### src/rtl/ref_validity_pkg.sv
package ref_validity_pkg;

  // Alarm bundle of one reference input, as seen by the qualifier.
  typedef struct packed {
    logic no_act;
    logic freq_hard;
    logic ph_lock;
    logic noise;
  } ref_alarm_t;

  // Index width for a count of inputs, never below one bit.
  function automatic int unsigned idx_width(input int unsigned n);
    return (n > 1) ? $clog2(n) : 1;
  endfunction

endpackage

### src/rtl/ref_qual_combine.sv
module ref_qual_combine
  import ref_validity_pkg::*;
#(
  parameter int N_REF      = 4,
  parameter int MISS_W     = 3,
  parameter int MISS_LIMIT = 2,
  parameter int SEL_W      = 2
) (
  input  ref_alarm_t [N_REF-1:0] alarms,
  input  logic [MISS_W-1:0]      miss_cnt,
  input  logic [SEL_W-1:0]       sel_idx,
  input  logic                   noise_chk_en,
  input  logic                   fast_sw_en,
  output logic [N_REF-1:0]       valid_now
);

  localparam logic [MISS_W-1:0] MISS_THR = MISS_W'(MISS_LIMIT);

  // Missed-cycle term, shared: it only ever applies to the selected input.
  logic miss_bad;
  assign miss_bad = fast_sw_en && (miss_cnt >= MISS_THR);

  for (genvar i = 0; i < N_REF; i++) begin : g_in
    logic hard_bad;
    logic noise_bad;
    logic is_sel;
    assign hard_bad  = alarms[i].no_act | alarms[i].freq_hard | alarms[i].ph_lock;
    assign noise_bad = noise_chk_en & alarms[i].noise;
    assign is_sel    = (sel_idx == SEL_W'(i));
    assign valid_now[i] = ~(hard_bad | noise_bad | (is_sel & miss_bad));
  end

endmodule

### src/rtl/ref_change_track.sv
module ref_change_track #(
  parameter int N_REF = 4,
  parameter int SEL_W = 2
) (
  input  logic             clk,
  input  logic             rst_n,
  input  logic [N_REF-1:0] valid_now,
  input  logic [SEL_W-1:0] sel_idx,
  output logic [N_REF-1:0] valid_q,
  output logic [N_REF-1:0] chg_evt,
  output logic             mfail_evt
);

  // Suppresses events on the first edge after reset, when valid_q is
  // loaded from its reset value rather than from a real history.
  logic primed_q;

  always_ff @(posedge clk or negedge rst_n) begin
    if (!rst_n) begin
      valid_q  <= '0;
      primed_q <= 1'b0;
    end else begin
      valid_q  <= valid_now;
      primed_q <= 1'b1;
    end
  end

  assign chg_evt = primed_q ? (valid_now ^ valid_q) : '0;

  // Main-failure event: the selected input falls from valid to invalid.
  logic [N_REF-1:0] fall_vec;
  logic [N_REF-1:0] sel_vec;
  assign fall_vec = valid_q & ~valid_now;

  for (genvar i = 0; i < N_REF; i++) begin : g_sel
    assign sel_vec[i] = (sel_idx == SEL_W'(i));
  end

  assign mfail_evt = primed_q & |(fall_vec & sel_vec);

endmodule

### src/rtl/sticky_w1c.sv
module sticky_w1c #(
  parameter int W = 1
) (
  input  logic         clk,
  input  logic         rst_n,
  input  logic [W-1:0] set_evt,
  input  logic [W-1:0] clr,
  output logic [W-1:0] q
);

  // Set has priority over a clear in the same cycle.
  for (genvar b = 0; b < W; b++) begin : g_bit
    always_ff @(posedge clk or negedge rst_n) begin
      if (!rst_n)
        q[b] <= 1'b0;
      else if (set_evt[b])
        q[b] <= 1'b1;
      else if (clr[b])
        q[b] <= 1'b0;
    end
  end

endmodule

### src/rtl/irq_merge.sv
module irq_merge #(
  parameter int N_REF = 4
) (
  input  logic [N_REF-1:0] chg_q,
  input  logic [N_REF-1:0] chg_en,
  input  logic             mfail_q,
  input  logic             mfail_en,
  input  logic             pin_en,
  output logic             irq,
  output logic             fail_pin
);

  logic mfail_irq;
  assign mfail_irq = mfail_q & mfail_en;
  assign irq       = (|(chg_q & chg_en)) | mfail_irq;
  assign fail_pin  = mfail_irq & pin_en;

endmodule

### src/rtl/ref_validity_irq.sv
module ref_validity_irq
  import ref_validity_pkg::*;
#(
  parameter int N_REF      = 4,
  parameter int MISS_W     = 3,
  parameter int MISS_LIMIT = 2,
  localparam int SEL_W     = idx_width(N_REF)
) (
  input  logic              clk,
  input  logic              rst_n,
  input  logic [N_REF-1:0]  no_act_alarm,
  input  logic [N_REF-1:0]  freq_hard_alarm,
  input  logic [N_REF-1:0]  ph_lock_alarm,
  input  logic [N_REF-1:0]  noise_viol,
  input  logic [MISS_W-1:0] miss_cnt,
  input  logic [SEL_W-1:0]  sel_idx,
  input  logic              noise_chk_en,
  input  logic              fast_sw_en,
  input  logic [N_REF-1:0]  chg_irq_en,
  input  logic              mfail_irq_en,
  input  logic              mfail_to_pin_en,
  input  logic [N_REF-1:0]  chg_clr,
  input  logic              mfail_clr,
  output logic [N_REF-1:0]  ref_valid,
  output logic [N_REF-1:0]  chg_sticky,
  output logic              mfail_sticky,
  output logic              irq,
  output logic              fail_pin
);

  ref_alarm_t [N_REF-1:0] alarms;
  logic [N_REF-1:0]       valid_now;
  logic [N_REF-1:0]       chg_evt;
  logic                   mfail_evt;

  for (genvar i = 0; i < N_REF; i++) begin : g_pack
    assign alarms[i].no_act    = no_act_alarm[i];
    assign alarms[i].freq_hard = freq_hard_alarm[i];
    assign alarms[i].ph_lock   = ph_lock_alarm[i];
    assign alarms[i].noise     = noise_viol[i];
  end

  ref_qual_combine #(
    .N_REF(N_REF), .MISS_W(MISS_W), .MISS_LIMIT(MISS_LIMIT), .SEL_W(SEL_W)
  ) u_qual (
    .alarms      (alarms),
    .miss_cnt    (miss_cnt),
    .sel_idx     (sel_idx),
    .noise_chk_en(noise_chk_en),
    .fast_sw_en  (fast_sw_en),
    .valid_now   (valid_now)
  );

  ref_change_track #(.N_REF(N_REF), .SEL_W(SEL_W)) u_track (
    .clk      (clk),
    .rst_n    (rst_n),
    .valid_now(valid_now),
    .sel_idx  (sel_idx),
    .valid_q  (ref_valid),
    .chg_evt  (chg_evt),
    .mfail_evt(mfail_evt)
  );

  sticky_w1c #(.W(N_REF)) u_chg_sticky (
    .clk    (clk),
    .rst_n  (rst_n),
    .set_evt(chg_evt),
    .clr    (chg_clr),
    .q      (chg_sticky)
  );

  sticky_w1c #(.W(1)) u_mfail_sticky (
    .clk    (clk),
    .rst_n  (rst_n),
    .set_evt(mfail_evt),
    .clr    (mfail_clr),
    .q      (mfail_sticky)
  );

  irq_merge #(.N_REF(N_REF)) u_irq (
    .chg_q   (chg_sticky),
    .chg_en  (chg_irq_en),
    .mfail_q (mfail_sticky),
    .mfail_en(mfail_irq_en),
    .pin_en  (mfail_to_pin_en),
    .irq     (irq),
    .fail_pin(fail_pin)
  );

endmodule

### config.mk
export PLATFORM = sky130hd
export DESIGN_NAME = ref_validity_irq
export DESIGN_NICKNAME = d
export VERILOG_FILES = /design/src/rtl/ref_validity_pkg.sv /design/src/rtl/ref_qual_combine.sv /design/src/rtl/ref_change_track.sv /design/src/rtl/sticky_w1c.sv /design/src/rtl/irq_merge.sv /design/src/rtl/ref_validity_irq.sv
export SDC_FILE = /design/constraint.sdc
export NUM_CORES = 1
export LEC_CHECK = 0
export BUFFER_PORTS_ARGS = -buffer_cell sky130_fd_sc_hd__buf_2
export CORE_MARGIN = 1
export CORE_UTILIZATION = 38
export CTS_BUF_LIST = sky130_fd_sc_hd__clkbuf_8 sky130_fd_sc_hd__clkbuf_16
export CTS_CLUSTER_DIAMETER = 80
export DETAILED_ROUTE_END_ITERATION = 8
export GPL_TIMING_DRIVEN = 0
export HOLD_SLACK_MARGIN = 0.02
export PLACE_DENSITY = 0.81
export REMOVE_ABC_BUFFERS = 1
export SLEW_MARGIN = 20
export SYNTH_ARGS = -nofsm -noshare
export SYNTH_HDL_FRONTEND = slang
export SYNTH_SLANG_ARGS = --single-unit
### constraint.sdc
create_clock -name clk -period 3.3 [get_ports clk]
set_clock_uncertainty 0.2 [all_clocks]
set_input_delay 0.495 -clock clk [delete_from_list [all_inputs] [get_ports clk]]
set_output_delay 0.495 -clock clk [all_outputs]
set_load 0.01 [all_outputs]
# --- Word-level counts from Yosys, hierarchy flattened ---
# Index checks and enable logic that the tools add are counted.
classes:
  magnitude_cmp: 1
  eq_ne: 3
  n_mux: 11
  n_bitwise: 37
  n_reduce_logical: 9
op_table:
  columns: ["operator", "count"]
  rows:
  - ["$or 1x1->1", 17]
  - ["$and 4x4->4", 3]
  - ["$and 1x1->1", 11]
  - ["$mux 1", 10]
  - ["$reduce_bool 2->1", 5]
  - ["$reduce_or 4->1", 2]
  - ["$eq 2x2->1 const B", 2]
  - ["$mux 4", 1]
  - ["$not 1->1", 4]
  - ["$not 4->4", 1]
  - ["$xor 4x4->4", 1]
  - ["$ge 3x2->1 const B", 1]
  - ["$eq 2x1->1 const B", 1]
  - ["$logic_not 2->1", 1]
  - ["$logic_and 1x1->1", 1]
totals:
  register_bits: 10
  wordCells: 68

# --- Logic depth before layout (Yosys ltp) ---
logic_depth:
  ltp_word: 11
  depth_mapped: 5

# --- By module ---
# A second synthesis with hierarchy kept.
hier_totals:
  hier_cells: 50
  hier_area_um2: 555.5
by_module_without_submodules:
  columns: ["mod", "instances", "cells_each", "area_per_inst_um2", "seq_area_each_um2"]
  rows:
  - ["ref_change_track", 1, 20, 247.7, 125.1]
  - ["sticky_w1c (u_chg_sticky)", 1, 12, 145.1, 100.1]
  - ["ref_qual_combine", 1, 11, 98.8, 0.0]
  - ["sticky_w1c (u_mfail_sticky)", 1, 3, 36.3, 25.0]
  - ["irq_merge", 1, 4, 27.5, 0.0]

# --- Worst setup path before layout ---
# OpenSTA, ideal clock, no wires.
synth_path:
  kind: "input -> register"
  start: "in noise_viol[1]"
  end: "reg u_mfail_sticky.q"
  setup_ns: 0.121
  t_arrival_ns: 1.904
  t_required_ns: 2.979
  slack_ns: 1.075
  cell_stages: 5
  n_path_buf: 0
  path_cell_list: "a2111oi_0 > o31ai_1 > ha_1 > mux4_2 > a22o_1"
synth_via:
  elab_chain_len: 10
  elab_cells_between_ends: 11
  cone_classes: "mux: 1; bitwise: 8; reduce/logical: 2"
synth_rtl:
  columns: ["element", "line", "text"]
  rows:
  - ["start, declared", "ref_validity_irq.sv:14", "input logic [N_REF-1:0] noise_viol,"]
  - ["$and 1x1->1 (*)", "ref_qual_combine.sv:28", "assign noise_bad = noise_chk_en & alarms[i].noise;"]
  - ["$or 1x1->1 (*) (2 in series)", "ref_qual_combine.sv:30", "assign valid_now[i] = ~(hard_bad | noise_bad | (is_sel & miss_bad));"]
  - ["$not 1->1 (*)", "ref_qual_combine.sv:30", null]
  - ["$not 4->4 (*)", "ref_change_track.sv:33", "assign fall_vec = valid_q & ~valid_now;"]
  - ["$and 4x4->4 (*)", "ref_change_track.sv:33", null]
  - ["$and 4x4->4 (*)", "ref_change_track.sv:39", "assign mfail_evt = primed_q & |(fall_vec & sel_vec);"]
  - ["$reduce_or 4->1 (*)", "ref_change_track.sv:39", null]
  - ["$and 1x1->1 (*)", "ref_change_track.sv:39", null]
  - ["$mux 1 / $reduce_bool 2->1 (equally long branches)", null, null]
  - ["end signal, assigned by index", "sticky_w1c.sv:15", "q[b] <= 1'b0;"]
  - ["end signal, assigned by index", "sticky_w1c.sv:17", "q[b] <= 1'b1;"]
  - ["end signal, assigned by index", "sticky_w1c.sv:19", "q[b] <= 1'b0;"]
  - ["end, declared", "sticky_w1c.sv:8", "output logic [W-1:0] q"]
# Every way passes the cells marked *; elsewhere a longest branch is shown, timed or not.
# A chain may end at the register's enable or synchronous reset.

# --- Worst setup path in the final report ---
# Same ends and word-level chain as after synthesis.

==> results summary <==
Of the post-synthesis cell area, the part taken by muxes is 0.0432. After floorplanning, the core was sized to cover 1190 um2. The die is 39.1 um tall.

Of the total synthesized cell area, the portion taken by XOR and XNOR cells is 0. By area, the combinational part of the netlist is dominated by compound AO/OA/AOI/OAI gates. The worst setup path is launched from an input pin.

The initial antenna violation count came out at 0. Of the available clock period, the critical path in the final layout requires 0.697. The share of synthesized area occupied by flip-flops and latches is 0.480. In this run, synthesis inferred 0 flip-flops with an integrated enable. The global placement routability congestion came out at 0.771. The relative area change from synthesis to final layout is 56.4%. The count of cells resized by post-cts repair came out at 0.

CTS built an H-tree with a depth of 1. The number of DRC markers in iteration 0 is 7. The placement-stage worst setup slack is 0.714 ns. The total routed wirelength came out at 1300 um. The count of buffers added on input and output ports is 45. For this run, the leading register cell type out of synthesis is sky130_fd_sc_hd__dfrtp_1.

The largest buffer count on any clock path came out at 2. The final max-slew violation count is 0. STA puts the critical path data arrival time at 2.22 ns. The die is 39.1 um wide. The most common cell in the synthesized netlist is sky130_fd_sc_hd__dfrtp_1. The initial cell density of the core came out at 0.440. The number of distinct standard cells referenced by the synthesized netlist came out at 17.

The fraction of the mapped netlist area in compound gates is 0.305. The wire length per cell after detailed routing came out at 11.9 um. The worst register-to-register path begins at u_track.valid_q[1]$_DFF_PN0_.

The area occupied by multi-input gates is 245 um2. Hold is met by 0.242 ns. The total chip power came out at 0.000317 W.

The sum of negative setup slack came out at 0 ns. The pin count of the biggest net entering global routing is 11. The number of filler instances in the final layout came out at 102. The number of rows created at floorplan is 12.

In the global route stage, overall resource usage came out at 0.186. The adder-cell share of the synthesized area is 0.0959. The final-report setup violation count is 0. The simple-gate share of the synthesized area is 0.0192. The number of nets in the finished design is 137. The power density normalized to cell area is 389 nW/um2. In the final layout, flip-flops and latches occupy 250 um2. In this run the static leakage power is 0.449 nW. The class of the tightest hold or removal check is in2reg.

The biggest area contributor in the post-synthesis netlist is sky130_fd_sc_hd__dfrtp_1. The count of nets left with antenna violations once routing finished came out at 0. Sorting the synthesized cells by how often they occur yields sky130_fd_sc_hd__dfrtp_1, sky130_fd_sc_hd__inv_1, sky130_fd_sc_hd__a2111oi_0, sky130_fd_sc_hd__ha_1, sky130_fd_sc_hd__o22ai_1. The gate count after technology mapping is 46.

The clock-pin slew on the worst setup and hold paths is 0.05 ns. STA classifies the critical path endpoint as a register. In this run the tightest slew margin relative to its limit is 0.577. The number of inserted diodes is 0. The die covers 1530 um2. Setup repair after global routing left no endpoint under its margin. The number of warnings reported in the yosys synthesis log is 0. The number of iterations in the first detailed-routing pass came out at 4. The critical path in this run is classified as in2reg. The final-report hold violation count came out at 0.

After synthesis the cells add up to 522 um2. The critical path starts at noise_viol[1]. The remaining routing DRC violations came out at 0.

The library cell used as clock root buffer is sky130_fd_sc_hd__clkbuf_8. After synthesis, the cell types taking the most area are sky130_fd_sc_hd__dfrtp_1, sky130_fd_sc_hd__ha_1, sky130_fd_sc_hd__a2111oi_0. The global-route wire length before repair is 1920 um.

The via count normalized by instance count is 5.03. For the pin with the worst max-slew slack, the measured transition is 0.618 ns. In this run the most critical hold path is launched from chg_clr[0]. The final setup slack of the worst path came out at 1.00 ns. The peak clock frequency supported by timing is 435 MHz.

The run finished with clean final reports. The number of instances on the worst hold path is 2. The cell depth of the worst flop-to-flop path is 3. The placed wire-length estimate is 1120 um.

The minimum clock period came out at 2.30 ns. The via count came out at 548. For this run the aggregate overflow at the end of global routing stands at 0.

Of the post-synthesis cell area, the dominant cell type holds 0.480. The share of synthesized flip-flops with an asynchronous set or reset is 1.00. The I/O pin count is 47. Of the cells placed in the final design, the portion with a size suffix greater than 1 is 0.537.

IR analysis of the VDD net gives a maximum drop of 0.472 mV. The total of flip-flops plus latches after synthesis is 10. The number of sinks on the clock net came out at 10.

Along the worst path, the maximum fanout reaches 2. Once layout is complete, the utilization of the core stands at 0.688. For the worst setup path, the data required time is 3.22 ns. The number of buffers inserted during clock tree synthesis came out at 3. TritonCTS built the clock tree.

The post-synthesis average cell area came out at 11.3 um2. The number of global-route vias before repair is 470. The clock latency on the worst-skew pair came out at 0.23 ns.

The number of maximum-capacitance constraint violations came out at 0.
==> cells in the final DEF (no fill, tap or decap) <==
| master | synthesis | layout |
|---|---|---|
| sky130_fd_sc_hd__buf_2 | 0 | 45 |
| sky130_fd_sc_hd__dfrtp_1 | 10 | 10 |
| sky130_fd_sc_hd__inv_1 | 7 | 7 |
| sky130_fd_sc_hd__a2111oi_0 | 4 | 4 |
| sky130_fd_sc_hd__o22ai_1 | 4 | 4 |
| sky130_fd_sc_hd__ha_1 | 4 | 4 |
| sky130_fd_sc_hd__o21ai_0 | 3 | 3 |
| sky130_fd_sc_hd__clkbuf_8 | 0 | 3 |
| sky130_fd_sc_hd__o31a_2 | 2 | 2 |
| sky130_fd_sc_hd__o21a_1 | 2 | 2 |
| sky130_fd_sc_hd__o31ai_1 | 2 | 2 |
| sky130_fd_sc_hd__o211ai_1 | 1 | 1 |
| sky130_fd_sc_hd__a222oi_1 | 1 | 1 |
| sky130_fd_sc_hd__a22oi_1 | 1 | 1 |
| sky130_fd_sc_hd__nand2_1 | 1 | 1 |
| sky130_fd_sc_hd__and3_1 | 1 | 1 |
| sky130_fd_sc_hd__mux4_2 | 1 | 1 |
| sky130_fd_sc_hd__a22o_1 | 1 | 1 |
| sky130_fd_sc_hd__dlygate4sd3_1 | 0 | 1 |
| sky130_fd_sc_hd__conb_1 | 1 | 1 |
==> state kept, by name, indices dropped and copies added (netlist names) <==
signal and count:
u_track.valid_q 4, u_chg_sticky.q 4, u_mfail_sticky.q 1, u_track.primed_q 1
==> metal layers <==
layer  track usage  vias to the layer above  wire length (um)
met4        0.0259                        0                 0
met5             0                        -                 0
met3        0.0694                        0                71
li1              -                      280                 -
met1         0.231                      249               543
met2         0.313                       19               682
==> power breakdown <==
group / total, W / switching, W / internal, W
clock: 0.000122 / 0.0000430 / 0.0000795
sequential: 0.000136 / 0.00000517 / 0.000130
combinational: 0.0000590 / 0.0000275 / 0.0000316
total: 0.000317 / 0.0000756 / 0.000242
==> area by class of cell <==
type,count,area share
Sequential cell,10,0.307
Multi-Input combinational cell,29,0.301
Timing Repair Buffer,46,0.288
Clock buffer,3,0.0506
Inverter,7,0.0322
Tap cell,14,0.0215
==> path summary, 6_finish.rpt <==
| check | end | slack (ns) |
|---|---|---|
| max in group asynchronous | u_chg_sticky.q[2]$_DFFE_PN0P_ | 2.26 |
| worst min-delay path | u_chg_sticky.q[0]$_DFFE_PN0P_ | 0.24 |
| worst max register to register | u_mfail_sticky.q$_DFFE_PN0P_ | 1.77 |
| worst max-delay path | u_mfail_sticky.q$_DFFE_PN0P_ | 1.0 |
| min in group asynchronous | u_track.valid_q[0]$_DFF_PN0_ | 0.44 |
| worst min register to register | u_mfail_sticky.q$_DFFE_PN0P_ | 0.31 |
==> timing repair <==
item	4_1_cts	5_1_grt
hold endpoints to repair	10	0
hold buffers	1	0
setup buffers	0	0
==> through the flow <==
step | cell area (um2) | std cells
after floorplan | 522 | 46
after global placement | 764 | 105
after detailed placement | 764 | 105
after CTS | 816 | 109
after global routing | 816 | 109
final | 816 | 109
==> cells by family (layout without fill, tap and decap cells) <==
kind of cell               Yosys count  in the layout
muxes                                1              1
other                                1              1
and+or+nand+nor                      2              2
DFF                                 10             10
buffers and inverters                7             56
adders and majority gates            4              4
AOI/OAI and AO/OA                   21             21
==> critical path: stages <==
cell and delay [ns]:
sky130_fd_sc_hd__buf_2 0.09, sky130_fd_sc_hd__a2111oi_0 0.60, sky130_fd_sc_hd__o31ai_1 0.18, sky130_fd_sc_hd__ha_1 0.21, sky130_fd_sc_hd__mux4_2 0.45, sky130_fd_sc_hd__a22o_1 0.19
No activity file was read; power rests on OpenSTA's default activity.
